[config.mk]
export PLATFORM = sky130hd
export DESIGN_NAME = pe_cycle_seq
export DESIGN_NICKNAME = d
export VERILOG_FILES = /design/src/rtl/pe_seq_pkg.sv /design/src/rtl/pe_phase_timer.sv /design/src/rtl/pe_sel_clamp.sv /design/src/rtl/pe_cfg_latch.sv /design/src/rtl/pe_cycle_seq.sv
export SDC_FILE = /design/constraint.sdc
export NUM_CORES = 1
export LEC_CHECK = 0
export ABC_AREA = 1
export ABC_CLOCK_PERIOD_IN_PS = 2000
export BUFFER_PORTS_ARGS = -buffer_cell sky130_fd_sc_hd__buf_4
export CORE_UTILIZATION = 35
export CTS_CLUSTER_SIZE = 40
export DETAILED_ROUTE_END_ITERATION = 6
export SLEW_MARGIN = 20
export SYNTH_ARGS = -nofsm -noshare
export SYNTH_HDL_FRONTEND = slang
export SYNTH_SLANG_ARGS = --single-unit
[constraint.sdc]
create_clock -name clk -period 2 [get_ports clk]
set_clock_uncertainty 0.2 [all_clocks]
set_input_delay 0.1 -clock clk [delete_from_list [all_inputs] [get_ports clk]]
set_output_delay 0.1 -clock clk [all_outputs]
set_load 0.01 [all_outputs]
[src/rtl/pe_seq_pkg.sv]
package pe_seq_pkg;

    // Phases of one precharge-evaluate cycle, plus the parked state.
    typedef enum logic [2:0] {
        ST_STOP   = 3'd0,
        ST_INIT   = 3'd1,
        ST_PRE    = 3'd2,
        ST_SETTLE = 3'd3,
        ST_EVAL   = 3'd4,
        ST_WAIT   = 3'd5
    } pe_state_e;

    // Output bundle shared by the decode logic.
    typedef struct packed {
        logic init;
        logic pre;
        logic start_n;
        logic cap;
        logic done;
    } pe_out_t;

endpackage

[src/rtl/pe_phase_timer.sv]
// Down-counter that times the current phase. A load sets the tick
// budget minus one; the phase ends when the counter reads zero.
module pe_phase_timer #(
    parameter int CNT_W = 8
) (
    input  logic             clk,
    input  logic             rst_n,
    input  logic             load_i,
    input  logic [CNT_W-1:0] load_val_i,
    output logic [CNT_W-1:0] cnt_o,
    output logic             last_o
);

    logic [CNT_W-1:0] cnt_q;

    always_ff @(posedge clk or negedge rst_n) begin
        if (!rst_n) begin
            cnt_q <= '0;
        end else if (load_i) begin
            cnt_q <= load_val_i;
        end else if (cnt_q != '0) begin
            cnt_q <= cnt_q - 1'b1;
        end
    end

    assign cnt_o  = cnt_q;
    assign last_o = (cnt_q == '0);

endmodule

[src/rtl/pe_sel_clamp.sv]
// Saturates the capture offset to the last evaluation tick.
module pe_sel_clamp #(
    parameter int IN_W  = 3,
    parameter int OUT_W = 2,
    parameter int LIMIT = 3
) (
    input  logic [IN_W-1:0]  sel_i,
    output logic [OUT_W-1:0] sel_o
);

    localparam logic [IN_W-1:0] LIM_IN = IN_W'(LIMIT);

    generate
        if (IN_W > OUT_W) begin : g_wide
            always_comb begin
                if (sel_i > LIM_IN) sel_o = LIM_IN[OUT_W-1:0];
                else                sel_o = sel_i[OUT_W-1:0];
            end
        end else begin : g_narrow
            always_comb begin
                if (sel_i > LIM_IN) sel_o = OUT_W'(LIM_IN);
                else                sel_o = OUT_W'(sel_i);
            end
        end
    endgenerate

endmodule

[src/rtl/pe_cfg_latch.sv]
// Holds the per-cycle configuration, taken when a cycle begins.
module pe_cfg_latch #(
    parameter int WAIT_W = 8,
    parameter int IDX_W  = 2
) (
    input  logic              clk,
    input  logic              rst_n,
    input  logic              take_i,
    input  logic [WAIT_W-1:0] wait_i,
    input  logic [IDX_W-1:0]  idx_i,
    output logic [WAIT_W-1:0] wait_o,
    output logic [IDX_W-1:0]  idx_o
);

    always_ff @(posedge clk or negedge rst_n) begin
        if (!rst_n) begin
            wait_o <= '0;
            idx_o  <= '0;
        end else if (take_i) begin
            wait_o <= wait_i;
            idx_o  <= idx_i;
        end
    end

endmodule

[src/rtl/pe_cycle_seq.sv]
// Precharge-evaluate cycle sequencer: state register, next-state logic,
// and an output decode process.
module pe_cycle_seq
    import pe_seq_pkg::*;
#(
    parameter int INIT_TICKS   = 1,
    parameter int PRE_TICKS    = 4,
    parameter int SETTLE_TICKS = 8,
    parameter int EVAL_TICKS   = 4,
    parameter int WAIT_W       = 8,
    parameter int SEL_W        = 3
) (
    input  logic              clk,
    input  logic              rst_n,
    input  logic              run_i,
    input  logic [WAIT_W-1:0] wait_cnt_i,
    input  logic [SEL_W-1:0]  cap_sel_i,
    output logic              init_o,
    output logic              precharge_o,
    output logic              start_n_o,
    output logic              capture_o,
    output logic              cycle_done_o
);

    localparam int CNT_W = WAIT_W;
    localparam int IDX_W = (EVAL_TICKS > 1) ? $clog2(EVAL_TICKS) : 1;
    localparam logic [CNT_W-1:0] INIT_LD   = CNT_W'(INIT_TICKS - 1);
    localparam logic [CNT_W-1:0] PRE_LD    = CNT_W'(PRE_TICKS - 1);
    localparam logic [CNT_W-1:0] SETTLE_LD = CNT_W'(SETTLE_TICKS - 1);
    localparam logic [CNT_W-1:0] EVAL_LD   = CNT_W'(EVAL_TICKS - 1);

    pe_state_e        state_q, state_d;
    logic             load;
    logic [CNT_W-1:0] load_val;
    logic [CNT_W-1:0] cnt;
    logic             last;
    logic [IDX_W-1:0] sel_clamped;
    logic [IDX_W-1:0] sel_q;
    logic [WAIT_W-1:0] wait_q;
    logic             take_cfg;
    logic [CNT_W-1:0] eval_idx;
    pe_out_t          outs;

    pe_phase_timer #(.CNT_W(CNT_W)) u_timer (
        .clk        (clk),
        .rst_n      (rst_n),
        .load_i     (load),
        .load_val_i (load_val),
        .cnt_o      (cnt),
        .last_o     (last)
    );

    pe_sel_clamp #(.IN_W(SEL_W), .OUT_W(IDX_W), .LIMIT(EVAL_TICKS - 1)) u_clamp (
        .sel_i (cap_sel_i),
        .sel_o (sel_clamped)
    );

    // Configuration is taken only on the edge that enters INIT.
    assign take_cfg = load && (state_d == ST_INIT);

    pe_cfg_latch #(.WAIT_W(WAIT_W), .IDX_W(IDX_W)) u_cfg (
        .clk    (clk),
        .rst_n  (rst_n),
        .take_i (take_cfg),
        .wait_i (wait_cnt_i),
        .idx_i  (sel_clamped),
        .wait_o (wait_q),
        .idx_o  (sel_q)
    );

    // State register.
    always_ff @(posedge clk or negedge rst_n) begin
        if (!rst_n) state_q <= ST_STOP;
        else        state_q <= state_d;
    end

    // Next-state and phase-timer load.
    always_comb begin
        state_d  = state_q;
        load     = 1'b0;
        load_val = '0;
        unique case (state_q)
            ST_STOP: begin
                if (run_i) begin
                    state_d  = ST_INIT;
                    load     = 1'b1;
                    load_val = INIT_LD;
                end
            end
            ST_INIT: begin
                if (last) begin
                    state_d  = ST_PRE;
                    load     = 1'b1;
                    load_val = PRE_LD;
                end
            end
            ST_PRE: begin
                if (last) begin
                    state_d  = ST_SETTLE;
                    load     = 1'b1;
                    load_val = SETTLE_LD;
                end
            end
            ST_SETTLE: begin
                if (last) begin
                    state_d  = ST_EVAL;
                    load     = 1'b1;
                    load_val = EVAL_LD;
                end
            end
            ST_EVAL: begin
                if (last) begin
                    state_d  = ST_WAIT;
                    load     = 1'b1;
                    load_val = wait_q;
                end
            end
            ST_WAIT: begin
                if (last) begin
                    if (run_i) begin
                        state_d  = ST_INIT;
                        load     = 1'b1;
                        load_val = INIT_LD;
                    end else begin
                        state_d  = ST_STOP;
                    end
                end
            end
            default: state_d = ST_STOP;
        endcase
    end

    // Output decode.
    always_comb begin
        eval_idx     = EVAL_LD - cnt;
        outs.init    = (state_q == ST_INIT);
        outs.pre     = (state_q == ST_PRE);
        outs.start_n = (state_q != ST_EVAL);
        outs.cap     = (state_q == ST_EVAL) &&
                       (eval_idx == {{(CNT_W-IDX_W){1'b0}}, sel_q});
        outs.done    = (state_q == ST_WAIT) && last;
    end

    assign init_o       = outs.init;
    assign precharge_o  = outs.pre;
    assign start_n_o    = outs.start_n;
    assign capture_o    = outs.cap;
    assign cycle_done_o = outs.done;

    // precharge begins on the tick after the init tick.
    a_r3_pre_after_init: assert property (@(posedge clk) disable iff (!rst_n)
        init_o |=> precharge_o);

    // the last settle tick is followed by evaluation.
    a_r4_settle_to_eval: assert property (@(posedge clk) disable iff (!rst_n)
        (state_q == ST_SETTLE && last) |=> !start_n_o);

    // the strobe only occurs while evaluation is active.
    a_r6_cap_in_eval: assert property (@(posedge clk) disable iff (!rst_n)
        capture_o |-> !start_n_o);

    // the timed phases never overlap.
    a_r2_phases_exclusive: assert property (@(posedge clk) disable iff (!rst_n)
        $onehot0({init_o, precharge_o, !start_n_o, cycle_done_o}));

    // back-to-back cycles with no gap.
    a_r12_back_to_back: assert property (@(posedge clk) disable iff (!rst_n)
        (cycle_done_o && run_i) |=> init_o);

    // stopping leaves every output idle.
    a_r9_stop_idle: assert property (@(posedge clk) disable iff (!rst_n)
        (cycle_done_o && !run_i) |=> (!init_o && !precharge_o && start_n_o && !capture_o));

    // the done pulse lasts one tick.
    a_r8_done_single: assert property (@(posedge clk) disable iff (!rst_n)
        cycle_done_o |=> !cycle_done_o);

    // configuration stays fixed away from cycle entry.
    a_r11_cfg_stable: assert property (@(posedge clk) disable iff (!rst_n)
        (state_q != ST_STOP && !init_o) |-> $stable(wait_q));

endmodule

==> results.yml <==
grt:
  overflow: 0
  antenna_found_initial: 0
  grt_pass1_vias: 1088
  grtUsageTotal: 0.161
  grt_max_degree: 22
  grt_pass1_wl_um: 4460
route:
  dr.pass1.iters: 4
  ant_nets: 0
  routed_wl_um: 2640
  via_per_inst: 4.59
  vias: 1139
  wl_per_cell_um: 10.7
  drc: 0
  drtIter0Drc: 39
clocking:
  cts_tree: "built"
  cts_root_buffer: "clkbuf_4"
  worstSkewPairLatency_ns: 0.30
  cts_buffer_depth: 2
  clock_sinks: 21
  path_clk_slew_ns: 0.12
  h-tree-depth: 1
  cts_buffers: 3
final_layout:
  final_common_cell: "nand2_1"
  layout_common_cells: "34 x nand2_1, 23 x inv_1, 23 x buf_4, 20 x dfrtp_1, 19 x nor2_1"
  drive_gt1_frac: 0.213
  diodes: 0
  area_delta_synth_final_pct: 30.9
  fin_nets: 218
  post-route-cell-area_sq_mm: 0.00162
floorplan:
  die_y_um: 61.4
  initial_core_util: 0.367
  die_area_sq_mm: 0.00377
  die-width_um: 61.4
  coreArea_sq_mm: 0.00336
  rows: 21
  pin_count: 19
timing:
  fmax_mhz: 532
  final-hold-violation-count: 1
  slew-limit-headroom: 0.766
  setup_violations: 0
  rsz0062_at_grt: "false"
  finalCritPeriodShare: 0.940
  fin_setup_tns_ns: 0
  fin_crit_ns: 1.88
  hold_slack_ns: -0.000579
  slew_viol_final: 0
  tightest_slew_ns: 0.348
yosys:
  synth_cells: 163
  synth.net_count: 178
  seq_area_frac_synth: 0.426
  syn_avg_cell_area_sq_um: 7.57
  synth_seq_cells: 21
  synth_area_sq_mm: 0.00123
  yosys_warnings: 0
  synth_cell_type_count: 25
power_and_ir_drop:
  p_leak_nw: 0.844
  power_mw: 2.09
  powerDensity_mw_per_mm2: 1290
  irDropWorstVdd_mv: 0.559
placement:
  routabilityCongestion: 0.868
  io_buffer_count: 18
  dp_hpwl_um: 1910
  postPlaceCellArea_sq_mm: 0.00141
flow_run:
  drv_cap: 0
setup_path:
  crit_chain: "inv_2, nand3_2, inv_1, o211ai_1, nor3b_2, buf_4"
  crit_fanout: 6
  path_class: "flop to primary output"
  crit_family: "flip-flops"
  crit_arrival_ns: 1.58
  cp.required_ns: 1.70
  cp-start-kind: "flop"
  cp_slowest_cell: "dfrtp_2"
  crit_buf_inv: 3
  cp-end-kind: "primary output"
  crit_path_max_incr_delay_ns: 0.46
run_status:
  outcome: "finished, violations left"
  violations: "hold timing"
hold_path:
  hp-class: "input pin to asynchronous set/reset pin"
[metal layers]
layer  track usage  routed length, um  part of all wire  up-vias
li1              -                  -                 -      599
met1         0.206               1300              0.49      519
met2         0.270               1250              0.47       15
met3        0.0189                 34             0.013        6
met4        0.0794                 59             0.022        0
met5             0                  0                 0        -
[flip-flops by register name (all words and copies together), names as in the netlist]
name,flops
u_timer.cnt_o,8
state_q,3
u_cfg.idx_o,2
u_cfg.wait_o,8
[cells in the mapped netlist]
| library cell | n | area (sq um) |
|---|---|---|
| nand2_1 | 34 | 128 |
| inv_1 | 23 | 86.3 |
| dfrtp_1 | 21 | 526 |
| nor2_1 | 19 | 71.3 |
| nand3_1 | 13 | 65.1 |
| o21ai_1 | 10 | 50.1 |
| a21oi_1 | 6 | 30.0 |
| o22ai_1 | 4 | 25.0 |
| inv_2 | 3 | 11.3 |
| nand2_2 | 3 | 18.8 |
| nor2_2 | 3 | 18.8 |
| nor3_1 | 3 | 15.0 |
| o21ai_0 | 3 | 15.0 |
| xor2_1 | 3 | 26.3 |
| buf_6 | 2 | 22.5 |
| nand2_4 | 2 | 22.5 |
| nand3_2 | 2 | 20.0 |
| o21bai_1 | 2 | 15.0 |
| a21boi_0 | 1 | 7.51 |
| and2_1 | 1 | 6.26 |
| ha_1 | 1 | 12.5 |
| nand4_1 | 1 | 6.26 |
| nor2_8 | 1 | 20.0 |
| nor3b_1 | 1 | 7.51 |
| o211ai_1 | 1 | 7.51 |
[layout make-up]
type	count	area, sq um
Timing Repair Buffer	37	313
Clock inverter	1	5.00
Clock buffer	3	22.5
Inverter	26	97.6
Multi-Input combinational cell	114	593
Fill cell	359	1750
Tap cell	46	57.6
Sequential cell	21	527
[path summary, 6_finish.rpt]
| check | from | slack (ns) | depth (start not counted) | to |
|---|---|---|---|---|
| worst max-delay path | state_q[0] | 0.12 | 6 | capture_o |
| worst min-delay path | rst_n | -0.0006 | 2 | u_timer.cnt_o[5] |
| worst max register to register | u_timer.cnt_o[1] | 0.15 | 10 | u_timer.cnt_o[1] |
| worst min register to register | u_cfg.wait_o[4] | 0.33 | 2 | u_cfg.wait_o[4] |
| max in group asynchronous | rst_n | 1.36 | 2 | state_q[0] |
| min in group clk | wait_cnt_i[5] | 0.33 | 4 | u_cfg.wait_o[5] |
[power breakdown]
part / internal (mW) / total, mW / switching [mW]
Sequential: 0.613 / 0.747 / 0.134
Combinational: 0.457 / 1.13 / 0.673
Clock: 0.0746 / 0.209 / 0.134
Total: 1.14 / 2.09 / 0.942
[stage by stage]
step                      utilization  instances  worst slack [ns]
final                           0.480        248             0.119
after global routing            0.480        248           0.00658
after CTS                       0.474        246            0.0292
after detailed placement        0.420        226             0.186
after global placement          0.420        226             0.234
after floorplan                     -        163             0.294
[logic make-up (layout without fill, tap and decap cells)]
family,count (synthesis),in the layout,synth area share
AOI/OAI and AO/OA,27,27,0.122
DFF,21,21,0.426
xor gates and xnor gates,3,3,0.0213
adders and majority gates,1,1,0.0101
buffers and inverters,28,67,0.0974
and+or+nand+nor,83,83,0.324
[repair_timing]
| item | CTS | global route |
|---|---|---|
| pin swaps | 1 | 0 |
| hold endpoints to repair | 32 | 0 |
| hold buffers | 14 | 0 |
| endpoints found under the setup margin | 1 | 2 |
| resized for setup | 0 | 2 |
| cloned | 0 | 0 |
| buffers inserted | 2 | 2 |
Note: power is estimated with default switching activity, not from simulation.
